<file path="src/rtl/sar_seq_pkg.sv">
package sar_seq_pkg;

  typedef enum logic [1:0] {
    ST_IDLE = 2'd0,
    ST_CONV = 2'd1,
    ST_GAP  = 2'd2
  } sar_state_e;

  localparam int          RATE_W    = 2;
  localparam logic [1:0]  RATE_SLOW = 2'b11;

endpackage

</file>
<file path="src/rtl/sar_cfg_regs.sv">
module sar_cfg_regs
  import sar_seq_pkg::*;
#(
  parameter int CHAN_W = 3
) (
  input  logic              clk,
  input  logic              rst,
  input  logic              cfg_we,
  input  logic              cfg_run,
  input  logic              cfg_pwr,
  input  logic [CHAN_W-1:0] cfg_chan,
  input  logic [RATE_W-1:0] cfg_rate,
  input  logic              flag_clr,
  input  logic              fin_i,
  output logic              pwr_o,
  output logic [RATE_W-1:0] rate_o,
  output logic [CHAN_W-1:0] chan_o,
  output logic              rate_chg_o,
  output logic              start_o,
  output logic              flag_o
);

  logic              pwr_q;
  logic [RATE_W-1:0] rate_q;
  logic [CHAN_W-1:0] chan_q;
  logic              flag_q;

  // a start is only accepted when the same write leaves the reference on
  assign start_o    = cfg_we && cfg_run && cfg_pwr;
  assign rate_chg_o = cfg_we && (cfg_rate != rate_q);

  always_ff @(posedge clk) begin
    if (rst) begin
      pwr_q  <= 1'b0;
      rate_q <= '0;
      chan_q <= '0;
    end else if (cfg_we) begin
      pwr_q  <= cfg_pwr;
      rate_q <= cfg_rate;
      chan_q <= cfg_chan;
    end
  end

  // completion has priority over the software clear
  always_ff @(posedge clk) begin
    if (rst)           flag_q <= 1'b0;
    else if (fin_i)    flag_q <= 1'b1;
    else if (flag_clr) flag_q <= 1'b0;
  end

  assign pwr_o  = pwr_q;
  assign rate_o = rate_q;
  assign chan_o = chan_q;
  assign flag_o = flag_q;

  p_flag_set_r2: assert property (@(posedge clk) disable iff (rst)
    fin_i |=> flag_q)
    else $error("completion did not raise the flag");

  p_flag_hold_r2: assert property (@(posedge clk) disable iff (rst)
    (flag_q && !flag_clr) |=> flag_q)
    else $error("flag dropped without a clear");

  p_chan_follow_r3: assert property (@(posedge clk) disable iff (rst)
    cfg_we |=> (chan_q == $past(cfg_chan)))
    else $error("selector did not follow the write");

endmodule

</file>
<file path="src/rtl/sar_tick_gen.sv">
module sar_tick_gen
  import sar_seq_pkg::*;
#(
  parameter int DIV0_LOG2   = 2,
  parameter int DIV1_LOG2   = 4,
  parameter int DIV2_LOG2   = 6,
  parameter int SYNC_STAGES = 2
) (
  input  logic              clk,
  input  logic              rst,
  input  logic              pwr_i,
  input  logic [RATE_W-1:0] rate_i,
  input  logic              rate_chg_i,
  input  logic              slow_i,
  output logic              tick_o
);

  localparam int CNT_W = DIV2_LOG2;
  localparam logic [CNT_W-1:0] LIM0 = CNT_W'((1 << DIV0_LOG2) - 1);
  localparam logic [CNT_W-1:0] LIM1 = CNT_W'((1 << DIV1_LOG2) - 1);
  localparam logic [CNT_W-1:0] LIM2 = CNT_W'((1 << DIV2_LOG2) - 1);

  logic [CNT_W-1:0]     cnt_q;
  logic [CNT_W-1:0]     lim;
  logic                 wrap;
  logic [SYNC_STAGES:0] sync_q;
  logic                 slow_edge;
  logic                 tick_q;

  always_comb begin
    unique case (rate_i)
      2'b00:   lim = LIM0;
      2'b01:   lim = LIM1;
      default: lim = LIM2;
    endcase
  end

  assign wrap = (cnt_q == lim);

  always_ff @(posedge clk) begin
    if (rst)                             cnt_q <= '0;
    else if (!pwr_i || rate_chg_i || wrap) cnt_q <= '0;
    else                                 cnt_q <= cnt_q + CNT_W'(1);
  end

  // synchroniser plus one edge-detect stage for the slow oscillator
  always_ff @(posedge clk) begin
    if (rst) sync_q <= '0;
    else     sync_q <= {sync_q[SYNC_STAGES-1:0], slow_i};
  end

  assign slow_edge = sync_q[SYNC_STAGES-1] && !sync_q[SYNC_STAGES];

  always_ff @(posedge clk) begin
    if (rst)                      tick_q <= 1'b0;
    else if (rate_i == RATE_SLOW) tick_q <= pwr_i && slow_edge;
    else                          tick_q <= pwr_i && wrap && !rate_chg_i;
  end

  assign tick_o = tick_q;

  p_quiet_off_r6: assert property (@(posedge clk) disable iff (rst)
    !pwr_i |=> !tick_q)
    else $error("tick while reference is off");

  p_tick_spacing_r4: assert property (@(posedge clk) disable iff (rst)
    tick_q |=> !tick_q)
    else $error("conversion ticks back to back");

endmodule

</file>
<file path="src/rtl/sar_search.sv">
module sar_search
  import sar_seq_pkg::*;
#(
  parameter int RES_W     = 8,
  parameter int GAP_TICKS = 2
) (
  input  logic             clk,
  input  logic             rst,
  input  logic             pwr_i,
  input  logic             tick_i,
  input  logic             start_i,
  input  logic             cmp_i,
  output logic             busy_o,
  output logic [RES_W-1:0] trial_o,
  output logic [RES_W-1:0] result_o,
  output logic             fin_o
);

  localparam int IDX_W = (RES_W > 1) ? $clog2(RES_W) : 1;
  localparam int GAP_W = $clog2(GAP_TICKS + 1);
  localparam logic [IDX_W-1:0] IDX_MSB  = IDX_W'(RES_W - 1);
  localparam logic [RES_W-1:0] MSB_MASK = {1'b1, {(RES_W-1){1'b0}}};
  localparam logic [GAP_W-1:0] GAP_LAST = GAP_W'(GAP_TICKS - 1);

  sar_state_e       state_q;
  logic [IDX_W-1:0] bit_idx_q;
  logic [RES_W-1:0] trial_q;
  logic [RES_W-1:0] result_q;
  logic [GAP_W-1:0] gap_q;
  logic             pend_q;
  logic [RES_W-1:0] cur_mask;
  logic [RES_W-1:0] kept;
  logic             gap_last;
  logic             in_conv;

  assign cur_mask = {{(RES_W-1){1'b0}}, 1'b1} << bit_idx_q;
  assign kept     = cmp_i ? trial_q : (trial_q & ~cur_mask);
  assign gap_last = (gap_q == GAP_LAST);
  assign in_conv  = (state_q == ST_CONV);
  assign fin_o    = pwr_i && in_conv && tick_i && (bit_idx_q == '0);

  always_ff @(posedge clk) begin
    if (rst) begin
      state_q   <= ST_IDLE;
      bit_idx_q <= '0;
      trial_q   <= '0;
      result_q  <= '0;
      gap_q     <= '0;
      pend_q    <= 1'b0;
    end else begin
      if (!pwr_i) begin
        state_q <= ST_IDLE;
        pend_q  <= 1'b0;
      end else begin
        unique case (state_q)
          ST_IDLE: begin
            if (tick_i && pend_q) begin
              state_q   <= ST_CONV;
              bit_idx_q <= IDX_MSB;
              trial_q   <= MSB_MASK;
              pend_q    <= 1'b0;
            end
          end
          ST_CONV: begin
            if (tick_i) begin
              if (bit_idx_q == '0) begin
                result_q <= kept;
                trial_q  <= kept;
                state_q  <= ST_GAP;
                gap_q    <= '0;
              end else begin
                trial_q   <= kept | (cur_mask >> 1);
                bit_idx_q <= bit_idx_q - IDX_W'(1);
              end
            end
          end
          ST_GAP: begin
            if (tick_i) begin
              if (gap_last) begin
                if (pend_q) begin
                  state_q   <= ST_CONV;
                  bit_idx_q <= IDX_MSB;
                  trial_q   <= MSB_MASK;
                  pend_q    <= 1'b0;
                end else begin
                  state_q <= ST_IDLE;
                end
              end else begin
                gap_q <= gap_q + GAP_W'(1);
              end
            end
          end
          default: state_q <= ST_IDLE;
        endcase
      end
      // a request arriving in the same cycle as a start stays pending
      if (start_i) pend_q <= 1'b1;
    end
  end

  assign busy_o   = pend_q || in_conv;
  assign trial_o  = trial_q;
  assign result_o = result_q;

  p_abort_r6: assert property (@(posedge clk) disable iff (rst)
    !pwr_i |=> (state_q == ST_IDLE))
    else $error("conversion continued without reference");

  p_msb_first_r8: assert property (@(posedge clk) disable iff (rst)
    $rose(in_conv) |-> (trial_q == MSB_MASK))
    else $error("conversion did not begin with the top bit");

  p_result_hold_r10: assert property (@(posedge clk) disable iff (rst)
    !fin_o |=> $stable(result_q))
    else $error("result moved outside completion");

  p_gap_r7: assert property (@(posedge clk) disable iff (rst)
    ((state_q == ST_GAP) && !(tick_i && gap_last)) |=> !in_conv)
    else $error("idle gap cut short");

  p_steps_r9: assert property (@(posedge clk) disable iff (rst)
    (pwr_i && in_conv && tick_i && (bit_idx_q != '0)) |=> in_conv)
    else $error("conversion ended before bit 0");

  p_pend_kept_r11: assert property (@(posedge clk) disable iff (rst)
    (pend_q && pwr_i && !(tick_i && (state_q == ST_IDLE))
            && !(tick_i && (state_q == ST_GAP) && gap_last)) |=> pend_q)
    else $error("held start request lost");

  p_run_clear_r1: assert property (@(posedge clk) disable iff (rst)
    (fin_o && !pend_q && !start_i) |=> !busy_o)
    else $error("busy stayed set after completion");

endmodule

</file>
<file path="src/rtl/sar_seq_ctrl.sv">
module sar_seq_ctrl
  import sar_seq_pkg::*;
#(
  parameter int RES_W       = 8,
  parameter int CHAN_W      = 3,
  parameter int DIV0_LOG2   = 2,
  parameter int DIV1_LOG2   = 4,
  parameter int DIV2_LOG2   = 6,
  parameter int GAP_TICKS   = 2,
  parameter int SYNC_STAGES = 2
) (
  input  logic              clk,
  input  logic              rst,
  input  logic              cfg_we,
  input  logic              cfg_run,
  input  logic              cfg_pwr,
  input  logic [CHAN_W-1:0] cfg_chan,
  input  logic [1:0]        cfg_rate,
  input  logic              flag_clr,
  input  logic              slow_osc,
  input  logic              cmp_in,
  output logic              run_bit,
  output logic              pwr_on,
  output logic [CHAN_W-1:0] chan_sel,
  output logic [RES_W-1:0]  dac_code,
  output logic [RES_W-1:0]  result,
  output logic              done_flag
);

  logic              pwr;
  logic [RATE_W-1:0] rate;
  logic              rate_chg;
  logic              start;
  logic              tick;
  logic              fin;

  sar_cfg_regs #(
    .CHAN_W (CHAN_W)
  ) u_cfg (
    .clk        (clk),
    .rst        (rst),
    .cfg_we     (cfg_we),
    .cfg_run    (cfg_run),
    .cfg_pwr    (cfg_pwr),
    .cfg_chan   (cfg_chan),
    .cfg_rate   (cfg_rate),
    .flag_clr   (flag_clr),
    .fin_i      (fin),
    .pwr_o      (pwr),
    .rate_o     (rate),
    .chan_o     (chan_sel),
    .rate_chg_o (rate_chg),
    .start_o    (start),
    .flag_o     (done_flag)
  );

  sar_tick_gen #(
    .DIV0_LOG2   (DIV0_LOG2),
    .DIV1_LOG2   (DIV1_LOG2),
    .DIV2_LOG2   (DIV2_LOG2),
    .SYNC_STAGES (SYNC_STAGES)
  ) u_tick (
    .clk        (clk),
    .rst        (rst),
    .pwr_i      (pwr),
    .rate_i     (rate),
    .rate_chg_i (rate_chg),
    .slow_i     (slow_osc),
    .tick_o     (tick)
  );

  sar_search #(
    .RES_W     (RES_W),
    .GAP_TICKS (GAP_TICKS)
  ) u_search (
    .clk      (clk),
    .rst      (rst),
    .pwr_i    (pwr),
    .tick_i   (tick),
    .start_i  (start),
    .cmp_i    (cmp_in),
    .busy_o   (run_bit),
    .trial_o  (dac_code),
    .result_o (result),
    .fin_o    (fin)
  );

  assign pwr_on = pwr;

endmodule

</file>
<file path="config.mk">
export PLATFORM = sky130hd
export DESIGN_NAME = sar_seq_ctrl
export DESIGN_NICKNAME = d
export VERILOG_FILES = /design/src/rtl/sar_seq_pkg.sv /design/src/rtl/sar_cfg_regs.sv /design/src/rtl/sar_tick_gen.sv /design/src/rtl/sar_search.sv /design/src/rtl/sar_seq_ctrl.sv
export SDC_FILE = /design/constraint.sdc
export NUM_CORES = 1
export LEC_CHECK = 0
export BUFFER_PORTS_ARGS = -buffer_cell sky130_fd_sc_hd__buf_2
export CORE_ASPECT_RATIO = 1.5
export CORE_UTILIZATION = 40
export CTS_BUF_LIST = sky130_fd_sc_hd__clkbuf_8
export CTS_CLUSTER_DIAMETER = 120
export CTS_CLUSTER_SIZE = 28
export DETAILED_ROUTE_END_ITERATION = 10
export SLEW_MARGIN = 25
export SYNTH_ARGS = -nofsm -noshare
export SYNTH_HDL_FRONTEND = slang
export SYNTH_SLANG_ARGS = --single-unit
</file>
<file path="constraint.sdc">
create_clock -name clk -period 3.1 [get_ports clk]
set_clock_uncertainty 0.2 [all_clocks]
set_input_delay 0.62 -clock clk [delete_from_list [all_inputs] [get_ports clk]]
set_output_delay 0.62 -clock clk [all_outputs]
set_load 0.01 [all_outputs]
</file>
==> results.ini, run 1 <==
[critical_path]
timing.rr.end=u_search.result_o[3]
startpoint_type=flop
r2r-start=u_search.bit_idx_q[0]
r2r_slack_ns=1.20
rr_worst_depth=6
crit_path_end_kind=output pin
critPathRequiredTime_ns=2.28
crit_type=flop to output pin
cp_max_fo=9
arrival_ns=1.38

[place]
gp_congestion=0.807
place_hpwl_um=2980
dp_slack_ns=1.19
port-buffer-count=34

[worst_hold_path]
timing.hold.worst.class=flop to flop
min_path_cells=1
hold_start=u_tick.sync_q[0]
worst_hold_path.endpoint=u_tick.sync_q[1]

[synthesis]
synth.avg_cell_area_um2=8.94
yosysUniqueCellTypes=35
synth-edff-count=0
ys.flop_type=dfxtp_1
synth_area_leader_cell=dfxtp_1
syn_area_um2=1890
synth-seq-cells=41
synthTopCellsByArea=dfxtp_1, mux2i_1, nor2_1
syn_inst=212
synth_most_common_cell=dfxtp_1
synth_top_area_share_pct=43.3
synth_seq_area_share_pct=43.3
synth_common_cells=dfxtp_1, nor2_1, a21oi_1
async_reset_ff_share_pct=0
yosys_warnings=0
syn_nets=232

[route]
routed_wl_um=3960
vias=1563
first_iter_violations=65
wl_per_cell_um=12.7
drc=0
vias_per_cell=5.01
ant_nets=0
dr.pass1.iters=4

[timing]
rsz0062_at_grt=no
tightest_slew_ns=0.502
slew_viol_final=0
holdWs_ns=0.252
fmax_ghz=0.455
min_period_ns=2.20
worst_slack_ns=0.903
tns_ns=0
finalSetupViolations=0
period_share_pct=70.9
maxSlewHeadroom_pct=66.4
hold_viol_final=0

[grt]
grt.total_usage_pct=16.9
grt_pass1_wl_um=6510
overflow=0
antenna_found_initial=0
grt_max_degree=21
grt_pass1_vias=1461

[cts]
cts_sinks=41
path_clk_slew_ns=0.08
cts_root_buf=clkbuf_8
insertion_delay_ns=0.30
cts_setup_buffers=0
cts-hold-fix-buffers=0
tritoncts=done
htree_levels=2
clock_path_buffers=2
numCtsBuffers=5
cts_resized=0

[cells_and_area]
utilization_pct=49.1
antenna_cells_inserted=0
drive_gt1_share_pct=19.0
fin_nets=267
area_growth_pct=17.6

[die]
die_w_um=58.2
start_util_pct=41.7
coreArea_um2=4540
ioPinCount=35
rows=30
die-height_um=86.3
die_area_um2=5020

[pwr]
ir_drop_mv=0.300
p_per_area_nw_per_um2=438
power.leakage_nw=0.887

[run]
maxCapViolCount=0

[status]
outcome=completed

## layout by cell type, fill, tap and decap left out, types with 2 or more instances in the layout
cell and n:
ha_1 7, a21o_1 2, a21boi_0 7, nand2b_1 7, clkbuf_8 7, a21oi_1 18, buf_2 34, nor3_1 2
nor2b_1 5, nand3_1 5, xor2_1 5, nand2_1 11, inv_1 10, o21ai_0 11, mux2i_1 15, nor3b_1 4
a41oi_1 2, a211oi_1 3, and2_1 3, nor2_1 32, and3_1 2, dfxtp_1 41
## power by group
| part | total, W | leakage (nW) | switching (W) | internal [W] |
|---|---|---|---|---|
| Combinational | 0.0000419 | 0.500 | 0.0000234 | 0.0000184 |
| Sequential | 0.000539 | 0.332 | 0.00000575 | 0.000533 |
| Clock | 0.000396 | 0.0549 | 0.000190 | 0.000206 |
| Total | 0.000976 | 0.887 | 0.000219 | 0.000757 |
## how the worst max path moves through the flow
stage / startpoint / end / slack, ns / depth (start not counted)
2_1_floorplan: cfg_we / u_tick.cnt_q[2] / 1.37 / 4
3_3_place_gp: u_search.bit_idx_q[0] / u_search.result_o[5] / 1.25 / 6
3_5_place_dp: u_search.bit_idx_q[0] / u_search.result_o[3] / 1.19 / 6
4_1_cts: u_search.state_q[1] / run_bit / 0.89 / 3
5_1_grt: u_search.state_q[1] / run_bit / 0.80 / 3
6_report: u_search.state_q[1] / run_bit / 0.90 / 3
## worst max-delay path: stages (launching register included)
cell and delay [ns]:
dfxtp_1 0.49, nand2b_1 0.35, nand2b_1 0.10, buf_2 0.15
## sequential cells by signal, indices dropped and copies added (netlist names), 2 cells and up
register / cells
u_cfg.rate_o: 2
u_cfg.chan_o: 3
u_tick.cnt_q: 6
u_search.bit_idx_q: 3
u_search.trial_o: 8
u_search.gap_q: 2
u_search.state_q: 2
u_search.result_o: 8
u_tick.sync_q: 3
## routing by layer
layer	GRT usage, %	wire length (um)
met5	0	0
met4	9.96	143
met3	3.58	101
met2	28.3	1970
met1	19.6	1750
## through the flow
| step | instances | total power (W) | cell area (um^2) |
|---|---|---|---|
| finish | 312 | 0.000976 | 2230 |
| detailed placement | 304 | 0.000594 | 2120 |
| global route | 312 | 0.00102 | 2230 |
| global placement | 304 | 0.000594 | 2120 |
| floorplan | 212 | 0.000576 | 1890 |
| CTS | 312 | 0.000992 | 2230 |
## cell type report
cell class,count,area [um^2]
fillers,444,2310
clock buffers,7,96.3
flip-flops and latches,41,821
clock inverters,1,8.76
repair buffers,35,178
well taps,64,80.1
multi-input cells,154,1010
inverters,10,37.5
## logic make-up (layout without fill, tap and decap cells)
| logic type | count (synthesis) | count (layout) | share of synthesized area [%] |
|---|---|---|---|
| xor+xnor | 6 | 6 | 2.77 |
| buf+inv | 17 | 53 | 3.50 |
| compound gates | 50 | 50 | 17.1 |
| fa+ha+maj | 7 | 7 | 4.62 |
| flops | 41 | 41 | 43.3 |
| simple gates | 76 | 76 | 20.7 |
| mux | 15 | 15 | 7.93 |
Note: power is estimated with default switching activity, not from simulation.
==> run 2: changes to the inputs <==
==> constraint.sdc (replaced) <==
create_clock -name clk -period 1.95 [get_ports clk]
set_clock_uncertainty 0.2 [all_clocks]
set_input_delay 0.39 -clock clk [delete_from_list [all_inputs] [get_ports clk]]
set_output_delay 0.39 -clock clk [all_outputs]
set_load 0.01 [all_outputs]
==> run 2 against run 1 <==
  * Sequential power increased by 59%
  * Cell count increased by 1.3%
  * Cell area increased by 0.79%
  * Critical endpoint unchanged
  * Largest power group unchanged
==> results.ini, run 2 (synthesized netlist as in run 1, its figures left out) <==
[timing]
maxSlewHeadroom_pct=63.1  ; -3.3 points
hold_viol_final=0  ; unchanged
slew_viol_final=0  ; unchanged
period_share_pct=91.7
rsz0062_at_grt=no
finalSetupViolations=0  ; unchanged
fmax_ghz=0.560
tns_ns=0  ; unchanged
min_period_ns=1.79
tightest_slew_ns=0.550  ; +0.0489 ns

[status]
outcome=completed

[pwr]
p_total_w=0.00144  ; +48%
switching_power_w=0.000329  ; +50%
switching_share_pct=22.8  ; +0.33 points
clkPwrFrac_pct=35.8  ; -4.7 points
power_frac_seq_pct=59.2  ; +4.0 points
combPwrFrac_pct=4.9  ; +0.6 points
p_int_w=0.00112  ; +47%
power.leakage_nw=0.900  ; +1.5%
p_per_area_nw_per_um2=643  ; +47%
ir_drop_mv=0.432  ; +44%

[route]
dr.pass1.iters=4  ; unchanged
routed_wl_um=3980  ; +0.35%
vias_per_cell=4.94  ; -1.5%
ant_nets=0  ; unchanged
first_iter_violations=47  ; -28%
drc=0  ; unchanged
wl_per_cell_um=12.6  ; -0.92%
vias=1560  ; -0.19%

[grt]
grt.total_usage_pct=17.0  ; +0.041 points
antenna_found_initial=0  ; unchanged
grt_pass1_vias=1433  ; -1.9%
overflow=0  ; unchanged
grt_pass1_wl_um=6470  ; -0.74%
grt_max_degree=22  ; +4.8%

[critical_path]
crit_path_end_kind=output pin
critPathRequiredTime_ns=1.36  ; -0.92 ns
startpoint_type=flop
cp_max_fo=9  ; unchanged
arrival_ns=1.20  ; -0.18 ns
crit_type=flop to output pin

[cells_and_area]
final_common_cell=dfxtp_1
antenna_cells_inserted=0  ; unchanged
area_growth_pct=18.6
n_fill_cell=473  ; +6.5%
stdcell_count=316  ; +1.3%
ff_latch_area_um2=821  ; unchanged
drive_gt1_share_pct=21.0  ; +2.1 points
fin_nets=273  ; +2.2%
final_cell_mix=dfxtp_1, buf_2, nor2_1
multiInputGateArea_um2=1020  ; +1.1%

[place]
place_hpwl_um=2920  ; -2.1%
dp_cells=308  ; +1.3%
gp_congestion=0.820  ; +1.6%
port-buffer-count=34  ; unchanged

[cts]
path_clk_slew_ns=0.07  ; about the same
insertion_delay_ns=0.29  ; about the same
htree_levels=2  ; unchanged
cts_sinks=41  ; unchanged
tritoncts=done
numCtsBuffers=5  ; unchanged
clock_path_buffers=2  ; unchanged
cts-hold-fix-buffers=0  ; unchanged
cts_root_buf=clkbuf_8

[run]
maxCapViolCount=0  ; unchanged

[die]
die_area_um2=5020  ; unchanged
rows=30  ; unchanged
ioPinCount=35  ; unchanged
die_w_um=58.2  ; unchanged
start_util_pct=41.7  ; unchanged
coreArea_um2=4540  ; unchanged
die-height_um=86.3  ; unchanged

[worst_hold_path]
timing.hold.worst.class=input pin to flop

## run 2: cell count changes in the layout (fill, tap and decap cells not counted), sizes merged
cell    delta
clkinv     +1
nor2       +1
clkbuf     -2
buf        +5
inv        -1
## run 2: worst paths after layout
kind,from,slack [ns],depth (start not counted),to
hold reg to reg,u_tick.sync_q[1],0.25,2,u_tick.sync_q[2]
setup / recovery,u_search.state_q[0],0.16,3,run_bit
setup reg to reg,u_search.bit_idx_q[0],0.16,6,u_search.result_o[2]
hold / removal,slow_osc,0.11,2,u_tick.sync_q[0]
## run 2: power groups by stage
stage | clock network, W | registers [W] | logic (W)
2_1_floorplan | 0 | 0.000877 | 0.0000388
5_1_grt | 0.000564 | 0.000857 | 0.0000804
3_5_place_dp | 0 | 0.000875 | 0.0000730
3_3_place_gp | 0 | 0.000875 | 0.0000725
6_report | 0.000517 | 0.000856 | 0.0000714
4_1_cts | 0.000526 | 0.000856 | 0.0000730
## run 2: timing repair
item                                    CTS  global route
endpoints found under the setup margin    0             6
gates resized for setup                   0             2
buffers inserted                          0             1
## run 2: metrics by stage
step | hold slack [ns] | cell area, um^2 | worst slack [ns] | util (%)
global route | 0.133 | 2250 | 0.0296 | 49.4
CTS | 0.101 | 2230 | 0.0607 | 49.0
detailed placement | 0.232 | 2150 | 0.140 | 47.4
floorplan | 0.211 | 1890 | 0.252 | -
finish | 0.109 | 2250 | 0.163 | 49.4
global placement | 0.217 | 2150 | 0.187 | 47.4
## run 2: layer usage
layer | vias up | track usage (%) | wire (um)
met5 | - | 0 | 0
met3 | 7 | 3.73 | 124
li1 | 807 | - | -
met1 | 711 | 19.9 | 1730
met2 | 35 | 27.9 | 2030
met4 | 0 | 10.2 | 86
## run 2: area by class of cell
class / instances / share of cell area [%]
Clock buffer: 5 / 3.06
Clock inverter: 1 / 0.223
Inverter: 10 / 1.67
Multi-Input combinational cell: 155 / 45.3
Sequential cell: 41 / 36.5
Tap cell: 64 / 3.57
Timing Repair Buffer: 40 / 9.58
## run 2: worst max-delay path: stages (launching register included)
cell,delay (ns)
dfxtp_1,0.50
nand2b_2,0.18
nand2b_1,0.10
buf_2,0.13
==> run 3: changes to the inputs <==
--- a/config.mk
+++ b/config.mk
@@ -7,11 +7,11 @@
 export LEC_CHECK = 0
 export BUFFER_PORTS_ARGS = -buffer_cell sky130_fd_sc_hd__buf_2
 export CORE_ASPECT_RATIO = 1.5
-export CORE_UTILIZATION = 40
-export CTS_BUF_LIST = sky130_fd_sc_hd__clkbuf_8
+export CORE_UTILIZATION = 49
 export CTS_CLUSTER_DIAMETER = 120
 export CTS_CLUSTER_SIZE = 28
 export DETAILED_ROUTE_END_ITERATION = 10
+export PLACE_DENSITY = 0.74
 export SLEW_MARGIN = 25
 export SYNTH_ARGS = -nofsm -noshare
 export SYNTH_HDL_FRONTEND = slang
==> run 3 against run 2 <==
  * Non-clock buffer count shrank 3
  * Sequential power barely moved
  * Cell count is 7.3% lower
  * Critical path type is now flop to flop
==> results.ini, run 3 (synthesized netlist as in run 1, its figures left out) <==
[timing]
fmax_ghz=0.546  ; -2.5%
tns_ns=0  ; unchanged
worst_slack_ns=0.117  ; -0.0458 ns
finalSetupViolations=0  ; unchanged
period_share_pct=94.0  ; +2.4 points
hold_viol_final=0  ; unchanged
slew_viol_final=0  ; unchanged
rsz0062_at_grt=yes
min_period_ns=1.83  ; +0.0458 ns
maxSlewHeadroom_pct=67.9  ; +4.7 points
tightest_slew_ns=0.480  ; -0.0707 ns

[route]
ant_nets=0  ; unchanged
vias_per_cell=5.31  ; +7.6%
routed_wl_um=3830  ; -3.8%
dr.pass1.iters=6  ; +2
wl_per_cell_um=13.1  ; +3.8%
vias=1557  ; -0.19%
drc=0  ; unchanged
first_iter_violations=21  ; -55%

[critical_path]
crit_path_end_kind=flop
critPathRequiredTime_ns=1.94  ; +0.58 ns
r2r-start=u_search.bit_idx_q[0]
critical_path.max_stage_delay_ns=0.35  ; -0.15 ns
critPathLaunch=u_search.bit_idx_q[0]
cp_cell_sequence=inv_1, ha_2, nand4bb_4, nor2_4, mux2i_1, nor2_1
cp_max_fo=9  ; unchanged
startpoint_type=flop
arrival_ns=1.82  ; +0.62 ns
crit_type=flop to flop
cp_slowest_cell=dfxtp_1

[cells_and_area]
multiInputGateArea_um2=1010  ; -0.61%
final_common_cell=dfxtp_1
drive_gt1_share_pct=20.4  ; -0.63 points
area_growth_pct=18.0
fin_nets=269  ; -1.5%
antenna_cells_inserted=0  ; unchanged
n_fill_cell=325  ; -31%
final_cell_mix=dfxtp_1, buf_2, nor2_1
ff_latch_area_um2=822  ; +0.15%

[place]
place_hpwl_um=2780  ; -4.8%
port-buffer-count=34  ; unchanged
gp_congestion=0.739  ; -9.9%
dp_slack_ns=0.0451  ; -0.0948 ns

[cts]
numCtsBuffers=5  ; unchanged
insertion_delay_ns=0.30  ; about the same
path_clk_slew_ns=0.08  ; about the same
cts_setup_buffers=0  ; unchanged
htree_levels=2  ; unchanged
cts_sinks=41  ; unchanged
clock_path_buffers=2  ; unchanged
tritoncts=done
cts_root_buf=clkbuf_8

[worst_hold_path]
timing.hold.worst.class=input pin to flop
hold_start=slow_osc

[die]
die_w_um=52.8  ; -9.3%
start_util_pct=51.4  ; +9.7 points
coreArea_um2=3680  ; -19%
ioPinCount=35  ; unchanged
die_area_um2=4120  ; -18%
rows=27  ; -10%
die-height_um=78.2  ; -9.4%

[grt]
grt.total_usage_pct=20.8  ; +3.8 points
grt_max_degree=27  ; +23%
antenna_found_initial=0  ; unchanged
overflow=0  ; unchanged
grt_pass1_wl_um=6400  ; -1.1%
grt_pass1_vias=1445  ; +0.84%

[pwr]
power.leakage_nw=0.901  ; about the same
ir_drop_mv=0.749  ; +73%
p_per_area_nw_per_um2=732  ; +14%

[run]
maxCapViolCount=0  ; unchanged

[status]
outcome=completed

## run 3: critical path: cells and delay by family, from the launching register on
kind | cells | cell delay [ns]
fa+ha+maj | 1 | 0.29
simple gates | 3 | 0.52
flops | 1 | 0.35
mux | 1 | 0.25
buf+inv | 1 | 0.12
## run 3: routing by layer
metal	GRT usage (%)	vias up	wire length, um	part of all wire (%)
li1	-	800	-	-
met1	24.2	717	1670	44
met2	34.3	32	1950	51
met3	5.43	8	122	3.2
met4	10.0	0	81	2.1
met5	0	-	0	0
## run 3: layout make-up
class                           instances  share of cell area, %
Tap cell                               43                   2.41
Sequential cell                        41                   36.8
Timing Repair Buffer                   37                   8.62
Clock inverter                          1                   1.34
Inverter                               10                   1.68
Multi-Input combinational cell        154                   45.3
Clock buffer                            7                   3.86
## run 3: report_power, final
part	switching (W)	internal, W	leakage, nW
Clock	0.000292	0.000417	0.0585
Sequential	0.00000753	0.000848	0.333
Combinational	0.0000389	0.0000321	0.510
## run 3: final timing paths
check / to / slack, ns / cells past startpoint
max: u_search.result_o[6] / 0.12 / 6
min: u_tick.sync_q[0] / 0.10 / 2
max reg2reg: u_search.result_o[6] / 0.12 / 6
min reg2reg: u_tick.sync_q[1] / 0.25 / 1
## run 3: timing repair
item	4_1_cts	5_1_grt
gates resized for setup	1	2
gates cloned	0	0
hold buffers	0	0
endpoints found under the setup margin	1	9
## run 3: through the flow
step                hold WS (ns)  instance area [um^2]  power [W]  utilization, %  cells
global route               0.105                  2230    0.00170            60.7    293
global placement           0.216                  2110   0.000947            57.4    285
finish                     0.104                  2230    0.00164            60.7    293
CTS                       0.0988                  2230    0.00165            60.6    293
detailed placement         0.229                  2110   0.000947            57.4    285
floorplan                  0.211                  1890   0.000916               -    212
